===== src/rtl/fpcmp_pkg.sv =====
package fpcmp_pkg;

    localparam int DW      = 64;
    localparam int MAG_W   = DW - 1;
    localparam int FLAGS_W = 5;
    localparam int FLG_NV  = 4;

    localparam int SGL_EXP_W = 8;
    localparam int SGL_MAN_W = 23;
    localparam int DBL_EXP_W = 11;
    localparam int DBL_MAN_W = 52;

    localparam logic [DW-1:0] CANON_DBL = 64'h7FF8_0000_0000_0000;
    localparam logic [DW-1:0] CANON_SGL = 64'h0000_0000_7FC0_0000;

    typedef enum logic [2:0] {
        OP_EQ  = 3'd0,
        OP_LT  = 3'd1,
        OP_LE  = 3'd2,
        OP_MIN = 3'd3,
        OP_MAX = 3'd4
    } fpc_op_e;

    typedef struct packed {
        logic             sign;
        logic             nan;
        logic             snan;
        logic             zero;
        logic [MAG_W-1:0] mag;
        logic [DW-1:0]    raw;
    } fpc_opnd_t;

    typedef struct packed {
        logic lt;
        logic eq;
        logic gt;
        logic unord;
    } fpc_order_t;

    typedef struct packed {
        logic               cmp;
        logic [DW-1:0]      res;
        logic [FLAGS_W-1:0] flags;
    } fpc_result_t;

    function automatic logic [DW-1:0] canon_nan(input logic dbl);
        return dbl ? CANON_DBL : CANON_SGL;
    endfunction

endpackage


===== src/rtl/fpc_fmt_decode.sv =====
module fpc_fmt_decode
    import fpcmp_pkg::*;
#(
    parameter int EXP_W = 8,
    parameter int MAN_W = 23
) (
    input  logic [EXP_W+MAN_W:0] bits,
    output fpc_opnd_t            d
);
    localparam int W = EXP_W + MAN_W + 1;

    logic [EXP_W-1:0] exp_f;
    logic [MAN_W-1:0] man_f;

    assign exp_f = bits[W-2:MAN_W];
    assign man_f = bits[MAN_W-1:0];

    always_comb begin
        d      = '0;
        d.sign = bits[W-1];
        d.nan  = (&exp_f) && (|man_f);
        d.snan = (&exp_f) && (|man_f) && !man_f[MAN_W-1];
        d.zero = ~|bits[W-2:0];
        d.mag  = MAG_W'(bits[W-2:0]);
        d.raw  = DW'(bits);
    end
endmodule


===== src/rtl/fpc_unpack.sv =====
module fpc_unpack
    import fpcmp_pkg::*;
(
    input  logic          prec_dbl,
    input  logic [DW-1:0] raw,
    output fpc_opnd_t     d
);
    fpc_opnd_t d_sgl, d_dbl;

    fpc_fmt_decode #(.EXP_W(SGL_EXP_W), .MAN_W(SGL_MAN_W)) u_sgl (
        .bits (raw[SGL_EXP_W+SGL_MAN_W:0]),
        .d    (d_sgl)
    );

    fpc_fmt_decode #(.EXP_W(DBL_EXP_W), .MAN_W(DBL_MAN_W)) u_dbl (
        .bits (raw[DBL_EXP_W+DBL_MAN_W:0]),
        .d    (d_dbl)
    );

    assign d = prec_dbl ? d_dbl : d_sgl;
endmodule


===== src/rtl/fpc_order.sv =====
module fpc_order
    import fpcmp_pkg::*;
(
    input  fpc_opnd_t  a,
    input  fpc_opnd_t  b,
    output fpc_order_t ord
);
    logic unord, both_zero, same, lt_raw;

    always_comb begin
        unord     = a.nan | b.nan;
        both_zero = a.zero & b.zero;
        same      = (a.sign == b.sign) && (a.mag == b.mag);
        if (both_zero)
            lt_raw = 1'b0;
        else if (a.sign != b.sign)
            lt_raw = a.sign;
        else if (a.sign)
            lt_raw = a.mag > b.mag;
        else
            lt_raw = a.mag < b.mag;

        ord.unord = unord;
        ord.eq    = !unord && (both_zero || same);
        ord.lt    = !unord && lt_raw;
        ord.gt    = !unord && !lt_raw && !(both_zero || same);
    end
endmodule


===== src/rtl/fpc_select.sv =====
module fpc_select
    import fpcmp_pkg::*;
(
    input  logic        prec_dbl,
    input  logic [2:0]  op_sel,
    input  fpc_opnd_t   a,
    input  fpc_opnd_t   b,
    input  fpc_order_t  ord,
    output fpc_result_t r
);
    logic any_snan;

    always_comb begin
        any_snan = a.snan | b.snan;
        r        = '0;
        case (op_sel)
            OP_EQ: begin
                r.cmp           = ord.eq;
                r.flags[FLG_NV] = any_snan;
            end
            OP_LT: begin
                r.cmp           = ord.lt;
                r.flags[FLG_NV] = ord.unord;
            end
            OP_LE: begin
                r.cmp           = ord.lt | ord.eq;
                r.flags[FLG_NV] = ord.unord;
            end
            OP_MIN: begin
                r.flags[FLG_NV] = any_snan;
                if (a.nan && b.nan)  r.res = canon_nan(prec_dbl);
                else if (a.nan)      r.res = b.raw;
                else if (b.nan)      r.res = a.raw;
                else if (ord.lt)     r.res = a.raw;
                else if (ord.gt)     r.res = b.raw;
                else                 r.res = a.sign ? a.raw : b.raw;
            end
            OP_MAX: begin
                r.flags[FLG_NV] = any_snan;
                if (a.nan && b.nan)  r.res = canon_nan(prec_dbl);
                else if (a.nan)      r.res = b.raw;
                else if (b.nan)      r.res = a.raw;
                else if (ord.gt)     r.res = a.raw;
                else if (ord.lt)     r.res = b.raw;
                else                 r.res = a.sign ? b.raw : a.raw;
            end
            default: r = '0;
        endcase
    end
endmodule


===== src/rtl/fpcmp_unit.sv =====
module fpcmp_unit
    import fpcmp_pkg::*;
(
    input  logic               clk,
    input  logic               rst,
    input  logic               prec_dbl,
    input  logic [2:0]         op_sel,
    input  logic [DW-1:0]      opa,
    input  logic [DW-1:0]      opb,
    output logic               cmp_out,
    output logic [DW-1:0]      res_out,
    output logic [FLAGS_W-1:0] flags_out
);
    localparam int N_OPND = 2;

    logic [DW-1:0] opnd_raw [N_OPND];
    fpc_opnd_t     opnd     [N_OPND];
    fpc_order_t    ord;
    fpc_result_t   res_d, res_q;

    assign opnd_raw[0] = opa;
    assign opnd_raw[1] = opb;

    for (genvar gi = 0; gi < N_OPND; gi++) begin : g_unpack
        fpc_unpack u_unpack (
            .prec_dbl (prec_dbl),
            .raw      (opnd_raw[gi]),
            .d        (opnd[gi])
        );
    end

    fpc_order u_order (
        .a   (opnd[0]),
        .b   (opnd[1]),
        .ord (ord)
    );

    fpc_select u_select (
        .prec_dbl (prec_dbl),
        .op_sel   (op_sel),
        .a        (opnd[0]),
        .b        (opnd[1]),
        .ord      (ord),
        .r        (res_d)
    );

    always_ff @(posedge clk) begin
        if (rst) res_q <= '0;
        else     res_q <= res_d;
    end

    assign cmp_out   = res_q.cmp;
    assign res_out   = res_q.res;
    assign flags_out = res_q.flags;
endmodule


===== config.mk =====
export PLATFORM = sky130hd
export DESIGN_NAME = fpcmp_unit
export DESIGN_NICKNAME = d
export VERILOG_FILES = /design/src/rtl/fpcmp_pkg.sv /design/src/rtl/fpc_fmt_decode.sv /design/src/rtl/fpc_unpack.sv /design/src/rtl/fpc_order.sv /design/src/rtl/fpc_select.sv /design/src/rtl/fpcmp_unit.sv
export SDC_FILE = /design/constraint.sdc
export NUM_CORES = 1
export LEC_CHECK = 0
export BUFFER_PORTS_ARGS = -buffer_cell sky130_fd_sc_hd__buf_2
export CAP_MARGIN = 20
export CORE_MARGIN = 1
export CORE_UTILIZATION = 51
export DETAILED_ROUTE_END_ITERATION = 10
export PLACE_DENSITY = 0.9
export SLEW_MARGIN = 5
export SYNTH_ARGS = -nofsm -noshare
export SYNTH_HDL_FRONTEND = slang
export SYNTH_SLANG_ARGS = --single-unit
export TNS_END_PERCENT = 100

===== constraint.sdc =====
create_clock -name clk -period 6.3 [get_ports clk]
set_input_delay 0.945 -clock clk [delete_from_list [all_inputs] [get_ports clk]]
set_output_delay 0.945 -clock clk [all_outputs]
set_load 0.02 [all_outputs]

==> out/qor.yml <==
floorplan:
  die_w_um: 108.3
  rows: 38
  fp.dieH_um: 108.3
  core_area_mm2: 0.01094
  die-area_mm2: 0.01172
  ios: 204
  floorplan.initialDensity_pct: 52.67
critical_path:
  critPathMaxStageDelay_ns: 0.73
  path_max_fanout: 38
  critPathLaunchType: "input port"
  startpoint: "prec_dbl"
  cpMaxStageDelayCell: "o31a_1"
  setup.worst_path.end_class: "register"
  crit_type: "input port to register"
  cp_cell_sequence: "buf_2 > and2_1 > inv_1 > ha_1 > nand4_1 > or4_4 > nor4_4 > o31a_1 > a31oi_1 > o2bb2ai_1 > nor3_2 > o31a_1 > o211ai_1 > a31oi_1"
  cp_num_buf_inv: 2
  arrival_ns: 5.46
  cp.required_ns: 6.57
  critical-path-top-delay-family: "simple AND/OR/NAND/NOR gates"
timing:
  slew_headroom_pct: 37.47
  setup_tns_ns: 0
  slew_viol_final: 0
  setup_viol: 0
  hold_violations: 0
  worst_slew_pin_slew_ns: 0.9349
  rsz0062_at_grt: "no"
  timing.fmax_mhz: 192.7
  period_share_pct: 82.37
  finalCriticalPeriod_ns: 5.189
synth:
  ys_types: 72
  synth.cell_area_mm2: 0.005759
  ys_warn_count: 0
  ys_ff_latch: 66
  async_flop_share_pct: 0
  synth_top_flop_cell: "dfxtp_1"
  synthCells: 734
  syn_avg_cell_area_um2: 7.846
  seq_area_frac_synth_pct: 22.94
  synth_edf_count: 0
global_routing:
  grt_pass1_vias: 6375
  grt_pass1_wl_um: 30440
  grt_start_max_net_pins: 39
  antenna_found_initial: 0
  overflow: 0
  grtUsageTotal_pct: 32.93
drt:
  ant_nets: 0
  first_pass_iters: 5
  num_vias: 6780
  avgRoutedWirePerCell_um: 18.08
  wl_um: 19180
  routed_via_density: 6.390
  drt_iter0_drc: 670
  remaining_drc_errors: 0
placement:
  routabilityCongestion: 0.9718
  portBuffers: 199
  dp_cells: 1045
  hpwl_um: 14410
clock_tree:
  htreeDepth: 3
  cts_sinks: 66
  cts_root_buffer: "clkbuf_16"
  cts.repair.resized: 0
  cts_buffer_depth: 2
  cts-hold-fix-buffers: 0
  numCtsBuffers: 9
  path_clk_slew_ns: 0.06
  post-cts-setup-buffers: 0
  cts_tree: "built"
outcome:
  outcome: "complete, no violations"
cells_and_area:
  nNetsFinal: 1113
  syn_to_final_growth_pct: 24.40
  register_area_mm2: 0.001321
  multi_input_area_mm2: 0.004084
  nFillCells: 953
  layout-drive-gt1-share_pct: 26.28
  stdcell_count: 1061
  diodes: 0
power:
  ir_drop_v: 0.0001726
  power_mw: 1.403
  power.leakage_nw: 3.557
  power.density_mw_per_mm2: 195.9
worst_hold_path:
  holdCritStartpoint: "opb[15]"
  hold_class: "input port to register"
job:
  drv_cap: 0
## per-stage QoR
step	utilization, %	instance area [um^2]	hold slack [ns]	setup WS (ns)
floorplan	-	5771	1.071	1.272
global placement	62.37	6820	1.190	1.108
detailed placement	62.37	6820	1.193	0.9506
CTS	65.51	7164	0.8345	1.255
global route	65.51	7164	0.8470	0.8469
finish	65.51	7164	0.8420	1.111
## placed cells by master (no fill, tap or decap), types with 4 or more instances in the layout
cell / instances
nor3_1: 16
o21ai_1: 19
o21bai_1: 12
a31oi_1: 18
buf_4: 9
nand2_1: 76
mux2i_1: 10
and2_1: 33
a32oi_1: 4
nor4_1: 33
buf_2: 199
a21oi_1: 36
dfxtp_1: 66
inv_1: 47
a211oi_1: 6
clkbuf_16: 9
o31ai_1: 6
conb_1: 4
o211ai_1: 13
a21o_1: 25
o31a_1: 7
nand4_1: 31
ha_1: 63
o21ai_0: 9
o22ai_1: 9
nor2_1: 32
nand3_1: 22
or4_1: 4
a32o_1: 11
a22o_1: 24
## routing by layer
layer,global-route usage [%],part of all wire (%),up-vias
li1,-,-,3173
met1,40.91,41,3124
met2,54.19,46,418
met3,6.088,10,65
met4,16.89,3.0,0
met5,0,0,-
## cells by family (layout without fill, tap and decap cells)
logic type               after synthesis  count (layout)  synth area share (%)
AO/OA/AOI/OAI                        233             233                 29.74
flip-flops                            66              66                 22.94
buffers and inverters                 87             271                 6.474
multiplexers                          10              10                 1.738
AND/OR/NAND/NOR                      273             273                 25.20
other                                  1               4               0.06511
XOR/XNOR                               1               1                0.1521
adder cells (fa/ha/maj)               63              63                 13.69
## final timing paths
path / end / slack [ns] / cells after the start
worst max-delay path: res_out[41] / 1.11 / 14
worst min-delay path: res_out[15] / 0.84 / 2
## state kept, by name (all words and copies together) (netlist names)
name,cells
res_out,64
cmp_out,1
flags_out,1
## synthesized netlist by cell type (3+ instances only)
cell / count / area share (%)
o31a_1: 7 / 1.1
nor2_1: 32 / 2.1
o31ai_1: 6 / 0.78
nor4_1: 33 / 3.6
a211oi_1: 6 / 0.78
or4_1: 4 / 0.52
nand2_1: 76 / 5.0
nor3b_1: 3 / 0.39
a21o_1: 25 / 3.3
and2_1: 33 / 3.6
buf_1: 7 / 0.46
a32oi_1: 4 / 0.61
nor3_1: 16 / 1.4
clkbuf_1: 19 / 1.2
o21ai_0: 9 / 0.78
o221ai_1: 3 / 0.46
o2111ai_1: 3 / 0.46
o32a_1: 3 / 0.52
or2_1: 3 / 0.33
ha_1: 63 / 14
buf_6: 3 / 0.59
dfxtp_1: 66 / 23
inv_1: 47 / 3.1
a21oi_1: 36 / 3.1
mux2i_1: 10 / 1.7
o21bai_1: 12 / 1.6
nand4_1: 31 / 3.4
o21ai_1: 19 / 1.7
buf_2: 7 / 0.61
a22o_1: 24 / 3.6
or3_1: 3 / 0.33
o22ai_1: 9 / 0.98
nand3_1: 22 / 1.9
a32o_1: 11 / 1.9
a31oi_1: 18 / 2.0
buf_4: 4 / 0.52
nand2b_1: 3 / 0.33
o211ai_1: 13 / 1.7
## layout make-up
cell class,count,share of cell area (%)
tap,140,2.445
timing repair buffer,208,14.84
clock buffer,10,3.196
inverter,47,2.462
clock inverter,6,1.607
multi-input combinational,584,57.00
sequential,66,18.44
## power breakdown
group	internal, mW	switching (mW)	total (mW)	leakage, nW
Sequential	0.434	0.00402	0.438	0.535
Clock	0.388	0.204	0.592	0.163
Combinational	0.144	0.229	0.373	2.86
(Power assumes the default switching activity.)
